## src/rtl/h2d_pkg.sv

```systemverilog
package h2d_pkg;

    localparam int unsigned MSG_W = 8;

    // Bit positions in the DSP status/configuration word
    localparam int unsigned ST_PEND = 0;
    localparam int unsigned ST_MASK = 1;
    localparam int unsigned ST_LOST = 2;
    localparam int unsigned ST_BUSY = 3;
    localparam int unsigned ST_BITS = 4;

    typedef struct packed {
        logic             busy;
        logic             pend;
        logic             mask_en;
        logic             lost;
        logic [MSG_W-1:0] msg;
    } flag_state_t;

    localparam flag_state_t FLAG_RESET = '{
        busy:    1'b0,
        pend:    1'b0,
        mask_en: 1'b1,
        lost:    1'b0,
        msg:     '0
    };

endpackage

```

## src/rtl/h2d_host_port.sv

```systemverilog
module h2d_host_port #(
    parameter int unsigned     HA_W      = 8,
    parameter int unsigned     NB        = 2,
    parameter logic [HA_W-1:0] MSG_ADDR  = 8'h50,
    parameter logic [HA_W-1:0] CTRL_BASE = 8'h60
) (
    input  logic                 host_we,
    input  logic [HA_W-1:0]      host_addr,
    input  logic                 busy,
    input  logic [NB-1:0][7:0]   ctrl_word,
    output logic                 msg_wr,
    output logic [NB-1:0]        ctrl_be,
    output logic [7:0]           host_rdata
);

    logic [NB-1:0] lane_hit;

    assign msg_wr = host_we && (host_addr == MSG_ADDR);

    for (genvar gi = 0; gi < NB; gi++) begin : g_lane
        localparam logic [HA_W-1:0] LANE_ADDR = HA_W'(int'(CTRL_BASE) + gi);
        assign lane_hit[gi] = (host_addr == LANE_ADDR);
        assign ctrl_be[gi]  = host_we && lane_hit[gi];
    end

    always_comb begin
        host_rdata = '0;
        if (host_addr == MSG_ADDR) begin
            host_rdata = {7'b0, busy};
        end
        for (int i = 0; i < NB; i++) begin
            if (lane_hit[i]) begin
                host_rdata = ctrl_word[i];
            end
        end
    end

endmodule

```

## src/rtl/h2d_ctrl_reg.sv

```systemverilog
module h2d_ctrl_reg #(
    parameter int unsigned NB = 2
) (
    input  logic               clk,
    input  logic               rst_n,
    input  logic [NB-1:0]      be,
    input  logic [7:0]         wbyte,
    output logic [NB-1:0][7:0] word
);

    logic [NB-1:0][7:0] word_d, word_q;

    always_comb begin
        word_d = word_q;
        for (int i = 0; i < NB; i++) begin
            if (be[i]) begin
                word_d[i] = wbyte;
            end
        end
    end

    always_ff @(posedge clk or negedge rst_n) begin
        if (!rst_n) begin
            word_q <= '0;
        end else begin
            word_q <= word_d;
        end
    end

    assign word = word_q;

    for (genvar gi = 0; gi < NB; gi++) begin : g_chk
        // a byte write lands in its own lane only
        p_lane_load_r7: assert property (@(posedge clk) disable iff (!rst_n)
            be[gi] |=> word_q[gi] == $past(wbyte));
        p_lane_hold_r7: assert property (@(posedge clk) disable iff (!rst_n)
            !be[gi] |=> $stable(word_q[gi]));
    end

endmodule

```

## src/rtl/h2d_flag_core.sv

```systemverilog
module h2d_flag_core
    import h2d_pkg::*;
(
    input  logic             clk,
    input  logic             rst_n,
    input  logic             msg_wr,
    input  logic [MSG_W-1:0] msg_byte,
    input  logic             msg_rd,
    input  logic             cfg_wr,
    input  logic             cfg_mask,
    input  logic             cfg_keep_busy,
    input  logic             cfg_lost_clr,
    output flag_state_t      st
);

    flag_state_t st_d, st_q;
    logic        accept, drop;

    assign accept = msg_wr && !st_q.busy;
    assign drop   = msg_wr &&  st_q.busy;

    always_comb begin
        st_d = st_q;
        if (cfg_wr) begin
            st_d.mask_en = cfg_mask;
            if (!cfg_keep_busy) st_d.busy = 1'b0;
            if (cfg_lost_clr)   st_d.lost = 1'b0;
        end
        if (msg_rd) begin
            st_d.pend = 1'b0;
        end
        if (accept) begin
            st_d.busy = 1'b1;
            st_d.pend = 1'b1;
            st_d.msg  = msg_byte;
        end
        if (drop) begin
            st_d.lost = 1'b1;
        end
    end

    always_ff @(posedge clk or negedge rst_n) begin
        if (!rst_n) begin
            st_q <= FLAG_RESET;
        end else begin
            st_q <= st_d;
        end
    end

    assign st = st_q;

    // accepted message sets busy, pending and the byte
    p_accept_r2: assert property (@(posedge clk) disable iff (!rst_n)
        accept |=> st_q.busy && st_q.pend && st_q.msg == $past(msg_byte));
    // busy holds until an explicit release
    p_busy_hold_r5: assert property (@(posedge clk) disable iff (!rst_n)
        (st_q.busy && !(cfg_wr && !cfg_keep_busy)) |=> st_q.busy);
    p_busy_release_r5: assert property (@(posedge clk) disable iff (!rst_n)
        (cfg_wr && !cfg_keep_busy && !accept) |=> !st_q.busy);
    // message read clears pending
    p_read_clears_r4: assert property (@(posedge clk) disable iff (!rst_n)
        (msg_rd && !accept) |=> !st_q.pend);
    // mask never clears pending
    p_mask_keeps_r3: assert property (@(posedge clk) disable iff (!rst_n)
        (st_q.pend && !msg_rd) |=> st_q.pend);
    // dropped message keeps the byte and marks lost
    p_drop_r6: assert property (@(posedge clk) disable iff (!rst_n)
        drop |=> st_q.lost && $stable(st_q.msg));
    // new message wins over a same-cycle read
    p_race_r8: assert property (@(posedge clk) disable iff (!rst_n)
        (accept && msg_rd) |=> st_q.pend);

endmodule

```

## src/rtl/h2d_softirq.sv

```systemverilog
module h2d_softirq
    import h2d_pkg::*;
#(
    parameter int unsigned     HA_W          = 8,
    parameter int unsigned     DA_W          = 16,
    parameter int unsigned     CTRL_BYTES    = 2,
    parameter logic [HA_W-1:0] HOST_MSG_ADDR = 8'h50,
    parameter logic [HA_W-1:0] HOST_CTRL     = 8'h60,
    parameter logic [DA_W-1:0] DSP_MSG_ADDR  = 16'h3050,
    parameter logic [DA_W-1:0] DSP_CTRL_ADDR = 16'h3060,
    parameter logic [DA_W-1:0] DSP_STAT_ADDR = 16'h3074
) (
    input  logic            clk,
    input  logic            rst_n,
    input  logic            host_we,
    input  logic [HA_W-1:0] host_addr,
    input  logic [7:0]      host_wdata,
    output logic [7:0]      host_rdata,
    input  logic            dsp_we,
    input  logic            dsp_re,
    input  logic [DA_W-1:0] dsp_addr,
    input  logic [15:0]     dsp_wdata,
    output logic [15:0]     dsp_rdata,
    output logic            dsp_irq
);

    localparam int unsigned CTRL_W = 8 * CTRL_BYTES;

    flag_state_t                 st;
    logic                        msg_wr;
    logic [CTRL_BYTES-1:0]       ctrl_be;
    logic [CTRL_BYTES-1:0][7:0]  ctrl_word;
    logic                        dsp_msg_rd, dsp_cfg_wr;
    logic [ST_BITS-1:0]          stat_word;
    logic                        unused_wbits;

    assign unused_wbits = ^{dsp_wdata[15:ST_BITS], dsp_wdata[ST_PEND]};

    h2d_host_port #(
        .HA_W      (HA_W),
        .NB        (CTRL_BYTES),
        .MSG_ADDR  (HOST_MSG_ADDR),
        .CTRL_BASE (HOST_CTRL)
    ) u_host (
        .host_we    (host_we),
        .host_addr  (host_addr),
        .busy       (st.busy),
        .ctrl_word  (ctrl_word),
        .msg_wr     (msg_wr),
        .ctrl_be    (ctrl_be),
        .host_rdata (host_rdata)
    );

    h2d_ctrl_reg #(
        .NB (CTRL_BYTES)
    ) u_ctrl (
        .clk   (clk),
        .rst_n (rst_n),
        .be    (ctrl_be),
        .wbyte (host_wdata),
        .word  (ctrl_word)
    );

    assign dsp_msg_rd = dsp_re && (dsp_addr == DSP_MSG_ADDR);
    assign dsp_cfg_wr = dsp_we && (dsp_addr == DSP_STAT_ADDR);

    h2d_flag_core u_core (
        .clk           (clk),
        .rst_n         (rst_n),
        .msg_wr        (msg_wr),
        .msg_byte      (host_wdata),
        .msg_rd        (dsp_msg_rd),
        .cfg_wr        (dsp_cfg_wr),
        .cfg_mask      (dsp_wdata[ST_MASK]),
        .cfg_keep_busy (dsp_wdata[ST_BUSY]),
        .cfg_lost_clr  (dsp_wdata[ST_LOST]),
        .st            (st)
    );

    always_comb begin
        stat_word          = '0;
        stat_word[ST_PEND] = st.pend;
        stat_word[ST_MASK] = st.mask_en;
        stat_word[ST_LOST] = st.lost;
        stat_word[ST_BUSY] = st.busy;
    end

    always_comb begin
        dsp_rdata = '0;
        if (dsp_addr == DSP_MSG_ADDR) begin
            dsp_rdata = 16'(st.msg);
        end else if (dsp_addr == DSP_CTRL_ADDR) begin
            dsp_rdata = 16'(CTRL_W'(ctrl_word));
        end else if (dsp_addr == DSP_STAT_ADDR) begin
            dsp_rdata = 16'(stat_word);
        end
    end

    assign dsp_irq = st.pend && st.mask_en;

    // interrupt line follows pending while unmasked
    p_irq_unmasked_r3: assert property (@(posedge clk) disable iff (!rst_n)
        (st.mask_en && st.pend) |-> dsp_irq);
    // masked line stays low whatever pending does
    p_irq_masked_r3: assert property (@(posedge clk) disable iff (!rst_n)
        !st.mask_en |-> !dsp_irq);
    // host sees busy from the cycle after an accepted message
    p_host_busy_r2: assert property (@(posedge clk) disable iff (!rst_n)
        (msg_wr && !st.busy) |=> st.busy);

endmodule

```

## config.mk

```make
export PLATFORM = sky130hd
export DESIGN_NAME = h2d_softirq
export DESIGN_NICKNAME = d
export VERILOG_FILES = /design/src/rtl/h2d_pkg.sv /design/src/rtl/h2d_host_port.sv /design/src/rtl/h2d_ctrl_reg.sv /design/src/rtl/h2d_flag_core.sv /design/src/rtl/h2d_softirq.sv
export SDC_FILE = /design/constraint.sdc
export NUM_CORES = 1
export LEC_CHECK = 0
export CAP_MARGIN = 40
export CORE_UTILIZATION = 42
export DETAILED_ROUTE_END_ITERATION = 10
export GPL_TIMING_DRIVEN = 1
export PLACE_DENSITY = 0.88
export SLEW_MARGIN = 20
export SYNTH_ARGS = -nofsm -noshare
export SYNTH_HDL_FRONTEND = slang
export SYNTH_SLANG_ARGS = --single-unit
```

## constraint.sdc

```tcl
create_clock -name clk -period 5.6 [get_ports clk]
set_clock_uncertainty 0.2 [all_clocks]
set_input_delay 0.84 -clock clk [delete_from_list [all_inputs] [get_ports clk]]
set_output_delay 0.84 -clock clk [all_outputs]
set_load 0.02 [all_outputs]
```

==> Word-level counts from Yosys, hierarchy flattened <==
Index checks and enable logic that the tools add are counted.
{ "totals": {"register_bits": 28, "inputBits": 53, "out_inout_bits": 25} }
{ "classes": {"n_eq_ne": 7, "n_mux": 13, "n_reduce_logical": 15} }
{ "ops": {"columns": ["cell", "count"], "rows": [
  ["equality test 16 x 14 -> 1 bit (second input constant)", 3],
  ["two-way mux 16 bit", 2],
  ["equality test 8 x 7 -> 1 bit (second input constant)", 3],
  ["two-way mux 8 bit", 2],
  ["logical AND 1 bit", 8],
  ["nonzero test 2 bit", 4],
  ["two-way mux 1 bit", 7],
  ["two-way mux 4 bit", 1],
  ["AND reduction 2 bit", 2],
  ["two-way mux 2 bit", 1],
  ["!= test 2 x 1 -> 1 bit (second input constant)", 1],
  ["logical NOT 1 bit", 1]
]} }

==> Depth between registers and ports, before layout <==
Gate-level depths: netlist (run 1).
{ "logic_depth": {"word_depth": 5, "depth_mapped": 5, "depth_no_buf": 4} }

==> Modules after synthesis <==
Synthesis (run 1) repeated with hierarchy kept, for this count alone.
{ "unflattened": {"hier_cells": 148, "hier_area_um2": 1755.4} }
{ "modules_own_cells": {"columns": ["module", "instances", "cells_per_inst", "area_each_um2", "seq_area_each_um2"], "rows": [
  ["h2d_ctrl_reg", 1, 34, 663.1, 400.4],
  ["h2d_flag_core", 1, 30, 493.0, 301.5],
  ["h2d_softirq", 1, 55, 384.1, 0.0],
  ["h2d_host_port", 1, 29, 215.2, 0.0]
]} }

==> Least setup slack after synthesis (run 1) <==
OpenSTA, ideal clock, no wires.
{ "synth_timing": {"path_kind": "input port to output port", "startpoint": "in dsp_addr[9]", "endpoint": "out dsp_rdata[6]", "arrival_ps": 2172, "required_ps": 4560, "slack_ps": 2388, "path_stages": 5, "n_path_buf": 1, "path_cell_list": "nor4_1 nand4_1 nor3_1 clkbuf_1 a22o_1"} }
{ "synth_between": {"elab_chain_len": 3} }
{ "synth_rtl": {"columns": ["item", "line_no", "rtl"], "rows": [
  ["from (decl)", "h2d_softirq.sv:21", "input logic [DA_W-1:0] dsp_addr,"],
  ["equality test 16 x 14 -> 1 bit", "h2d_softirq.sv:92", "end else if (dsp_addr == DSP_CTRL_ADDR) begin"],
  ["two-way mux 16 bit", "h2d_softirq.sv:92", null],
  ["two-way mux 16 bit (*)", "h2d_softirq.sv:90", "if (dsp_addr == DSP_MSG_ADDR) begin"],
  ["to (decl)", "h2d_softirq.sv:23", "output logic [15:0] dsp_rdata,"]
]} }
Mark *: on every way between the ends. The rest lies on a longest branch, timed or not.

==> Worst setup path after layout (run 1) <==
{ "layout_timing": {"startpoint": "in dsp_addr[12]", "endpoint": "out dsp_rdata[5]"} }
The elaborated chain is that of the path after synthesis.

==> impl_metrics.csv, run 1 <==
group,metric,value,unit
run_status,outcome,"finished, final reports clean",
placement,placedCellCount,230,
critical_path,cp.arrival,3260,ps
drt,firstDrtPassIters,4,
layout,area_delta_synth_final,48.3,%
drt,route.detailed.drc,0,
critical_path,r2r-start,"u_core.st[11]",
critical_path,setup.worst_path.end_class,"output pin",
min_path,min_to,"u_core.st[1]",
critical_path,crit_type,"primary input to output pin",
synthesis,synth_edf_count,0,
global_routing,grt_use_total,21.9,%
synthesis,syn_nets,177,
clocking,cts_tree,"done",
critical_path,critical_path.cell_chain,"clkdlybuf4s50_1 -> nor4bb_1 -> nand4_1 -> nor3_1 -> buf_4 -> a22o_1 -> clkdlybuf4s50_1",
critical_path,slowest_delay,610,ps
clocking,ctsResizeCount,0,
min_path,whs_path_depth,1,
layout,design_area,2200,sq um
synthesis,synth_ff_type,"dfrtp_1",
clocking,clkLatencyLatePin,320,ps
synthesis,yosys_warnings,0,
layout,final_common_cell,"clkdlybuf4s50_1",
synthesis,async_flop_share,100,%
sta,worst_pin_slew,406,ps
placement,dpl.hpwl,2840,um
layout,nNetsFinal,242,
critical_path,cpLargestDelayFamily,"buffers and inverters",
synthesis,synth.distinct_cells,30,
drt,routedWlPerCell,16.4,um
placement,gp_congestion,0.782,
sta,rsz0062_at_grt,"no",
critical_path,r2r-end,"u_core.st[6]",
drt,drt_iter0_drc,30,
drt,via_count,1297,
synthesis,synth_largest_type_area_fraction,45.5,%
critical_path,ff2ff_setup_slack,4180,ps
placement,dpl-instance-area,2160,sq um
placement,port_buffers,64,
pwr,power_leakage,0.999,nW
synthesis,avgSynthCellArea,12.0,sq um
global_routing,antenna_found_initial,0,
layout,layout_common_cells,"clkdlybuf4s50_1, dfrtp_1, mux2_2",
drt,ant_nets,0,
sta,fmax,233,MHz
placement,post-place-ws,1360,ps
sta,setup_viol,0,
layout,fin_cells,234,
floorplan,fp.dieH,61.4,um
pwr,power.density,168,nW/um^2
global_routing,overflow,0,
critical_path,worstSetupStartpoint,"dsp_addr[12]",
layout,antenna_cells,0,
clocking,path_clk_slew,150,ps
floorplan,core_area,3360,sq um
sta,finalCritPeriodShare,76.8,%
synthesis,ys_ff_latch,28,
pwr,irDropWorstVdd,108,uV
min_path,hold_start,"u_core.st[1]",
critical_path,required,4560,ps
sta,min_period,4300,ps
sta,hold_violations,0,
critical_path,crit_buf_inv,3,
critical_path,crit_fanout,12,
critical_path,cp_slowest_cell,"clkdlybuf4s50_1",
synthesis,synth_area_leader_cell,"dfrtp_1",
sta,tns,0,ps
floorplan,row_count,21,
synthesis,synth_area,1480,sq um
synthesis,synthCells,124,
run,cap_violations,0,
layout,final_util,65.4,%
global_routing,grt_max_degree,29,
floorplan,boundaryPins,78,
clocking,cts_root_buffer,"clkbuf_4",
min_path,hold_path.class,"register to register",
floorplan,fp.dieArea,3770,sq um
sta,timing.final.max_slew_violations,0,
clocking,clock-sinks,28,
clocking,h-tree-depth,1,
floorplan,dieWidth,61.4,um
critical_path,worstSetupStartpointType,"primary input",
global_routing,grt_pass1_vias,1339,
clocking,cts_buffers,3,
floorplan,start_util,44.1,%
drt,post_drt_via_cell_ratio,5.54,
clocking,cts_buffer_depth,2,
critical_path,crit_path_frequent_cell,"clkdlybuf4s50_1",
sta,worst_slack,1300,ps
clocking,cts_hold_buffers,0,
synthesis,ys_seq_area_share,47.3,%
sta,slew-limit-headroom,72.9,%
layout,drive_gt1_share,20.2,%
drt,routed_wl,3840,um
critical_path,reg2reg_depth,2,
synthesis,synthTopCellsByArea,"dfrtp_1, mux2_2, a22o_1",
clocking,post-cts-setup-buffers,0,
global_routing,grt_pass1_wl,5990,um
==> per-layer routing <==
| metal | part of all wire [%] | routed length (um) | GRT usage, % | up-vias |
|---|---|---|---|---|
| li1 | - | - | - | 599 |
| met1 | 42 | 1620 | 25.6 | 639 |
| met2 | 49 | 1870 | 39.0 | 57 |
| met3 | 8.8 | 337 | 5.67 | 2 |
| met4 | 0.26 | 10 | 7.30 | 0 |
| met5 | 0 | 0 | 0 | - |
==> power breakdown <==
part / switching, W / internal (W)
clock: 0.0000595 / 0.0000398
combinational: 0.0000176 / 0.0000350
sequential: 0.00000716 / 0.000212
==> registers in the layout, summed over array words and instances (netlist names) <==
signal,count
u_core.st,12
u_ctrl.word,16
==> synth_stat cells (all sizes together) (2+ instances only) <==
master   n
a22o    13
a22oi    4
and2    11
and3     2
buf      4
clkbuf   2
dfrtp   27
mux2    25
nand2    8
nand4    3
nor2     3
nor3     3
nor4     2
nor4bb   2
o21ai    5
==> how the worst max path moves through the flow <==
stage                          to  slack [ps]  cells after the start
finish               dsp_rdata[5]        1300                      7
detailed placement  host_rdata[0]        1360                      6
CTS                  dsp_rdata[5]        1320                      7
floorplan            dsp_rdata[6]        2390                      5
global route         dsp_rdata[4]        1120                      7
global placement     dsp_rdata[5]        1350                      7
==> final cells by class <==
class / count / area, sq um
fillers: 265 / 1160
multi-input cells: 90 / 749
flip-flops and latches: 28 / 702
repair buffers: 66 / 656
well taps: 46 / 57.6
clock buffers: 4 / 36.3
==> logic make-up after synthesis <==
group	after synthesis	synth area share, %
compound gates	24	12.6
flops	28	47.3
buf+inv	6	2.19
simple gates	41	19.0
mux	25	19.0
==> worst register-to-register path, delay by kind of cell, from the launching register on <==
family           cells  cell delay [ps]
DFF                  1              470
muxes                1              340
and+or+nand+nor      1              310
==> stage by stage <==
step / hold slack (ps) / total power, W
after global routing: 346 / 0.000389
after detailed placement: 295 / 0.000275
after floorplan: 263 / 0.000235
after CTS: 329 / 0.000374
after global placement: 290 / 0.000272
final: 325 / 0.000371
No activity file was read; power rests on OpenSTA's default activity.
==> inputs of run 2 (changes only) <==
--- a/config.mk
+++ b/config.mk
@@ -6,10 +6,10 @@
 export NUM_CORES = 1
 export LEC_CHECK = 0
 export CAP_MARGIN = 40
-export CORE_UTILIZATION = 42
+export CORE_UTILIZATION = 39
 export DETAILED_ROUTE_END_ITERATION = 10
 export GPL_TIMING_DRIVEN = 1
-export PLACE_DENSITY = 0.88
+export PLACE_DENSITY = 0.83
 export SLEW_MARGIN = 20
 export SYNTH_ARGS = -nofsm -noshare
 export SYNTH_HDL_FRONTEND = slang
==> constraint.sdc (replaced) <==
create_clock -name clk -period 4 [get_ports clk]
set_clock_uncertainty 0.2 [all_clocks]
set_input_delay 0.6 -clock clk [delete_from_list [all_inputs] [get_ports clk]]
set_output_delay 0.6 -clock clk [all_outputs]
set_load 0.02 [all_outputs]
==> run 2 against run 1 <==
Effect of this change: largest cell class unchanged; worst setup slack worse by 1100 ps; global-route usage down 1.5 points; routed wire length increased by 2.2%; final area up 0.85%; critical path depth down 1; critical endpoint is now host_rdata[3]; hold slack lost 2.2 ps; total power increased by 44%.
==> impl_metrics.csv, run 2 (synthesis gave the netlist of run 1 again) <==
group,metric,value,unit
placement,dpl.hpwl,2860,um
global_routing,antenna_found_initial,0,
placement,gp_congestion,0.782,
clocking,clock-sinks,28,
critical_path,r2r-end,"u_core.st[3]",
clocking,cts_root_buffer,"clkbuf_8",
min_path,hold_path.class,"register to register",
drt,via_count,1308,
placement,dpl-instance-area,2170,sq um
global_routing,overflow,0,
pwr,switching_share,22.1,%
pwr,seqPwrFrac,57.2,%
drt,post_drt_via_cell_ratio,5.52,
pwr,pwr-share-clk,28.9,%
global_routing,grt.met3_usage,5.43,%
drt,route.detailed.drc,0,
sta,worst_pin_slew,416,ps
critical_path,crit_type,"primary input to output pin",
clocking,cts_hold_buffers,0,
min_path,whs_path_depth,1,
min_path,hold_start,"u_core.st[0]",
layout,fillCellCount,322,
placement,port_buffers,64,
layout,final_common_cell,"clkdlybuf4s50_1",
sta,worst_slack,218,ps
sta,slew-limit-headroom,72.3,%
layout,largest_reg_flops,16,
sta,min_period,3780,ps
critical_path,ff2ff_setup_slack,2600,ps
clocking,cts_tree,"done",
global_routing,grt_use_total,20.3,%
clocking,cts_buffers,3,
clocking,cts_buffer_depth,2,
global_routing,grt_max_degree,29,
layout,drive_gt1_share,20.1,%
pwr,p_int,0.000416,W
sta,fmax,264,MHz
critical_path,required,3200,ps
clocking,h-tree-depth,1,
floorplan,start_util,40.5,%
sta,finalCritPeriodShare,94.6,%
global_routing,grt_use_met1,25.2,%
global_routing,top_usage_layer,"met2",
sta,timing.final.max_slew_violations,0,
layout,layout_common_cells,"clkdlybuf4s50_1, dfrtp_1, mux2_2",
clocking,path_clk_slew,90,ps
global_routing,grt_pass1_vias,1403,
run_status,outcome,"finished, final reports clean",
critical_path,setup.worst_path.end_class,"output pin",
global_routing,met2_usage,35.1,%
pwr,p_sw,0.000118,W
layout,design_area,2220,sq um
drt,firstDrtPassIters,4,
sta,setup_viol,0,
floorplan,dieWidth,63.7,um
layout,antenna_cells,0,
floorplan,core_area,3660,sq um
floorplan,boundaryPins,78,
pwr,irDropWorstVdd,139,uV
drt,ant_nets,0,
drt,routedWlPerCell,16.5,um
pwr,power_leakage,1.01,nW
global_routing,grt_pass1_wl,6510,um
layout,area_delta_synth_final,49.6,%
pwr,fin_total_pwr,0.000535,W
sta,holdWs,323,ps
placement,post-place-ws,243,ps
critical_path,cp.arrival,2980,ps
drt,routed_wl,3920,um
pwr,pwr-share-comb,13.9,%
pwr,power.density,241,nW/um^2
min_path,min_to,"u_core.st[0]",
drt,drt_iter0_drc,43,
critical_path,crit_fanout,8,
sta,hold_violations,0,
critical_path,worstSetupStartpointType,"primary input",
clocking,clkLatencyLatePin,260,ps
floorplan,fp.dieArea,4060,sq um
sta,rsz0062_at_grt,"no",
critical_path,reg2reg_depth,2,
floorplan,row_count,22,
run,cap_violations,0,
sta,tns,0,ps
clocking,post-cts-setup-buffers,0,
critical_path,r2r-start,"u_core.st[11]",
layout,nNetsFinal,243,
clocking,ctsResizeCount,0,
floorplan,fp.dieH,63.7,um
## run 2: worst max-delay path: stages
cell	delay (ps)
clkdlybuf4s50_1	400
or4b_4	560
nor2_1	190
and3_1	420
a22o_1	190
clkdlybuf4s50_1	620
## run 2: power by group through the flow
stage	Sequential, W	Clock (W)	Combinational, W
floorplan	0.000308	0	0.0000214
global placement	0.000310	0	0.0000716
detailed placement	0.000312	0	0.0000744
CTS	0.000306	0.000157	0.0000750
global route	0.000308	0.000173	0.0000808
finish	0.000306	0.000155	0.0000743
## run 2: per-stage QoR
stage,util [%],cells
floorplan,-,124
global placement,59.4,233
detailed placement,59.4,233
CTS,60.6,237
global route,60.6,237
finish,60.6,237
## run 2: worst max-delay path by stage
stage	start	endpoint	slack, ps	cells past startpoint
floorplan	dsp_addr[9]	dsp_rdata[6]	1270	5
global placement	host_addr[1]	host_rdata[0]	310	6
detailed placement	host_addr[1]	host_rdata[0]	240	6
CTS	host_addr[1]	host_rdata[0]	250	6
global route	host_addr[1]	host_rdata[3]	140	6
finish	host_addr[1]	host_rdata[3]	220	6
## run 2: per-layer routing
layer | wire [um] | part of all wire, %
met5 | 0 | 0
met4 | 10 | 0.26
met3 | 360 | 9.2
met2 | 1950 | 50
met1 | 1600 | 41
## run 2: layout make-up
class,instances,area (sq um),area share [%]
well taps,48,60.1,2.71
repair buffers,67,663,29.9
multi-input cells,90,749,33.8
flip-flops and latches,28,702,31.6
clock buffers,4,45.0,2.03
==> inputs of run 3 (changes only) <==
--- a/config.mk
+++ b/config.mk
@@ -6,10 +6,11 @@
 export NUM_CORES = 1
 export LEC_CHECK = 0
 export CAP_MARGIN = 40
-export CORE_UTILIZATION = 39
+export CORE_UTILIZATION = 42
 export DETAILED_ROUTE_END_ITERATION = 10
 export GPL_TIMING_DRIVEN = 1
-export PLACE_DENSITY = 0.83
+export PLACE_DENSITY = 0.88
+export SKIP_CTS_REPAIR_TIMING = 1
 export SLEW_MARGIN = 20
 export SYNTH_ARGS = -nofsm -noshare
 export SYNTH_HDL_FRONTEND = slang
==> constraint.sdc (replaced) <==
create_clock -name clk -period 4.85 [get_ports clk]
set_clock_uncertainty 0.2 [all_clocks]
set_input_delay 0.7275 -clock clk [delete_from_list [all_inputs] [get_ports clk]]
set_output_delay 0.7275 -clock clk [all_outputs]
set_load 0.02 [all_outputs]
==> run 3 against run 2 <==
Effect of this change: register-to-register slack improved by 830 ps; combinational power is 19% lower; final cell count decreased by 1.3%; final area is 0.85% lower; routed wire length down 4.9%; core utilization rose by 4.8 points; sequential share of layout area increased by 0.27 points; clock power fell by 26%; total power fell by 20%; sequential power fell by 18%.
==> impl_metrics.csv, run 3 (synthesis gave the netlist of run 1 again) <==
group,metric,value,unit
sta,setup_viol,0,
floorplan,fp.dieArea,3770,sq um
placement,post-place-ws,811,ps
sta,holdWs,327,ps
floorplan,boundaryPins,78,
clocking,path_clk_slew,140,ps
pwr,p_int,0.000331,W
sta,worst_slack,786,ps
clocking,cts_tree,"done",
layout,final_common_cell,"clkdlybuf4s50_1",
clocking,h-tree-depth,1,
layout,antenna_cells,0,
critical_path,required,3920,ps
global_routing,grt_pass1_vias,1338,
clocking,cts_buffers,3,
placement,dpl.hpwl,2800,um
sta,min_period,4060,ps
floorplan,dieWidth,61.4,um
global_routing,grt_pass1_wl,5840,um
floorplan,start_util,44.1,%
clocking,clock-sinks,28,
pwr,switching_share,22.4,%
sta,slew-limit-headroom,73.4,%
critical_path,cp.arrival,3140,ps
pwr,power_leakage,0.999,nW
global_routing,overflow,0,
critical_path,setup.worst_path.end_class,"output pin",
drt,via_count,1268,
drt,drt_iter0_drc,46,
clocking,cts_root_buffer,"clkbuf_4",
pwr,seqPwrFrac,59.2,%
critical_path,crit_type,"primary input to output pin",
pwr,power.density,194,nW/um^2
layout,area_delta_synth_final,48.3,%
floorplan,core_area,3360,sq um
sta,timing.final.max_slew_violations,0,
critical_path,crit_fanout,12,
sta,finalCritPeriodShare,83.8,%
min_path,hold_path.class,"register to register",
floorplan,fp.dieH,61.4,um
critical_path,worstSetupStartpointType,"primary input",
layout,nNetsFinal,242,
drt,routed_wl,3730,um
sta,fmax,246,MHz
run,cap_violations,0,
sta,worst_pin_slew,399,ps
drt,ant_nets,0,
sta,hold_violations,0,
layout,fillCellCount,262,
layout,drive_gt1_share,20.2,%
pwr,fin_total_pwr,0.000427,W
drt,route.detailed.drc,0,
global_routing,antenna_found_initial,0,
layout,layout_common_cells,"clkdlybuf4s50_1, dfrtp_1, mux2_2",
placement,gp_congestion,0.779,
layout,final_util,65.4,%
floorplan,row_count,21,
run_status,outcome,"finished, final reports clean",
global_routing,grt_max_degree,29,
clocking,clkLatencyLatePin,330,ps
placement,port_buffers,64,
pwr,pwr-share-clk,26.7,%
clocking,cts_buffer_depth,2,
drt,post_drt_via_cell_ratio,5.42,
global_routing,grt_use_total,21.4,%
drt,firstDrtPassIters,4,
sta,rsz0062_at_grt,"no",
layout,largest_reg_flops,16,
pwr,p_sw,0.0000958,W
sta,tns,0,ps
pwr,pwr-share-comb,14.1,%
drt,routedWlPerCell,15.9,um
pwr,irDropWorstVdd,154,uV
-- run 3: cell types whose count changed in the layout (fill, tap and decap cells not counted), sizes merged --
cell,change
buf,-1
-- run 3: worst paths after layout --
check                                   start  slack [ps]               to  cells after the start
worst max-delay path             dsp_addr[12]         790     dsp_rdata[5]                      7
worst min-delay path             u_core.st[0]         330     u_core.st[0]                      1
worst max register to register  u_core.st[11]        3430     u_core.st[6]                      2
worst min register to register   u_core.st[0]         330     u_core.st[0]                      1
max in group asynchronous               rst_n        3610     u_core.st[9]                      2
min in group asynchronous               rst_n         540  u_ctrl.word[13]                      2
-- run 3: metrics by stage --
stage	instances	cell area [sq um]
floorplan	124	1480
CTS	234	2200
detailed placement	230	2160
global placement	230	2160
finish	234	2200
global route	234	2200
-- run 3: area by class of cell --
class	instances	area (sq um)	share of cell area [%]
Sequential cell	28	702	31.9
Multi-Input combinational cell	90	749	34.1
Tap cell	46	57.6	2.62
Timing Repair Buffer	66	656	29.8
Clock buffer	4	36.3	1.65
-- run 3: layer usage --
layer | wire (um) | GRT usage [%]
met3 | 328 | 5.04
met2 | 1800 | 39.1
met1 | 1570 | 24.3
met4 | 27 | 7.62
met5 | 0 | 0
-- run 3: worst max-delay path, stage by stage --
cell and delay, ps:
clkdlybuf4s50_1 450, nor4bb_1 380, nand4_1 340, nor3_1 250, buf_4 210, a22o_1 170
clkdlybuf4s50_1 610
-- run 3: power by group through the flow --
stage,Clock [W],Combinational (W),Sequential [W]
2_1_floorplan,0,0.0000176,0.000254
3_3_place_gp,0,0.0000587,0.000256
3_5_place_dp,0,0.0000609,0.000257
4_1_cts,0.000118,0.0000612,0.000252
5_1_grt,0.000128,0.0000655,0.000254
6_report,0.000114,0.0000603,0.000252
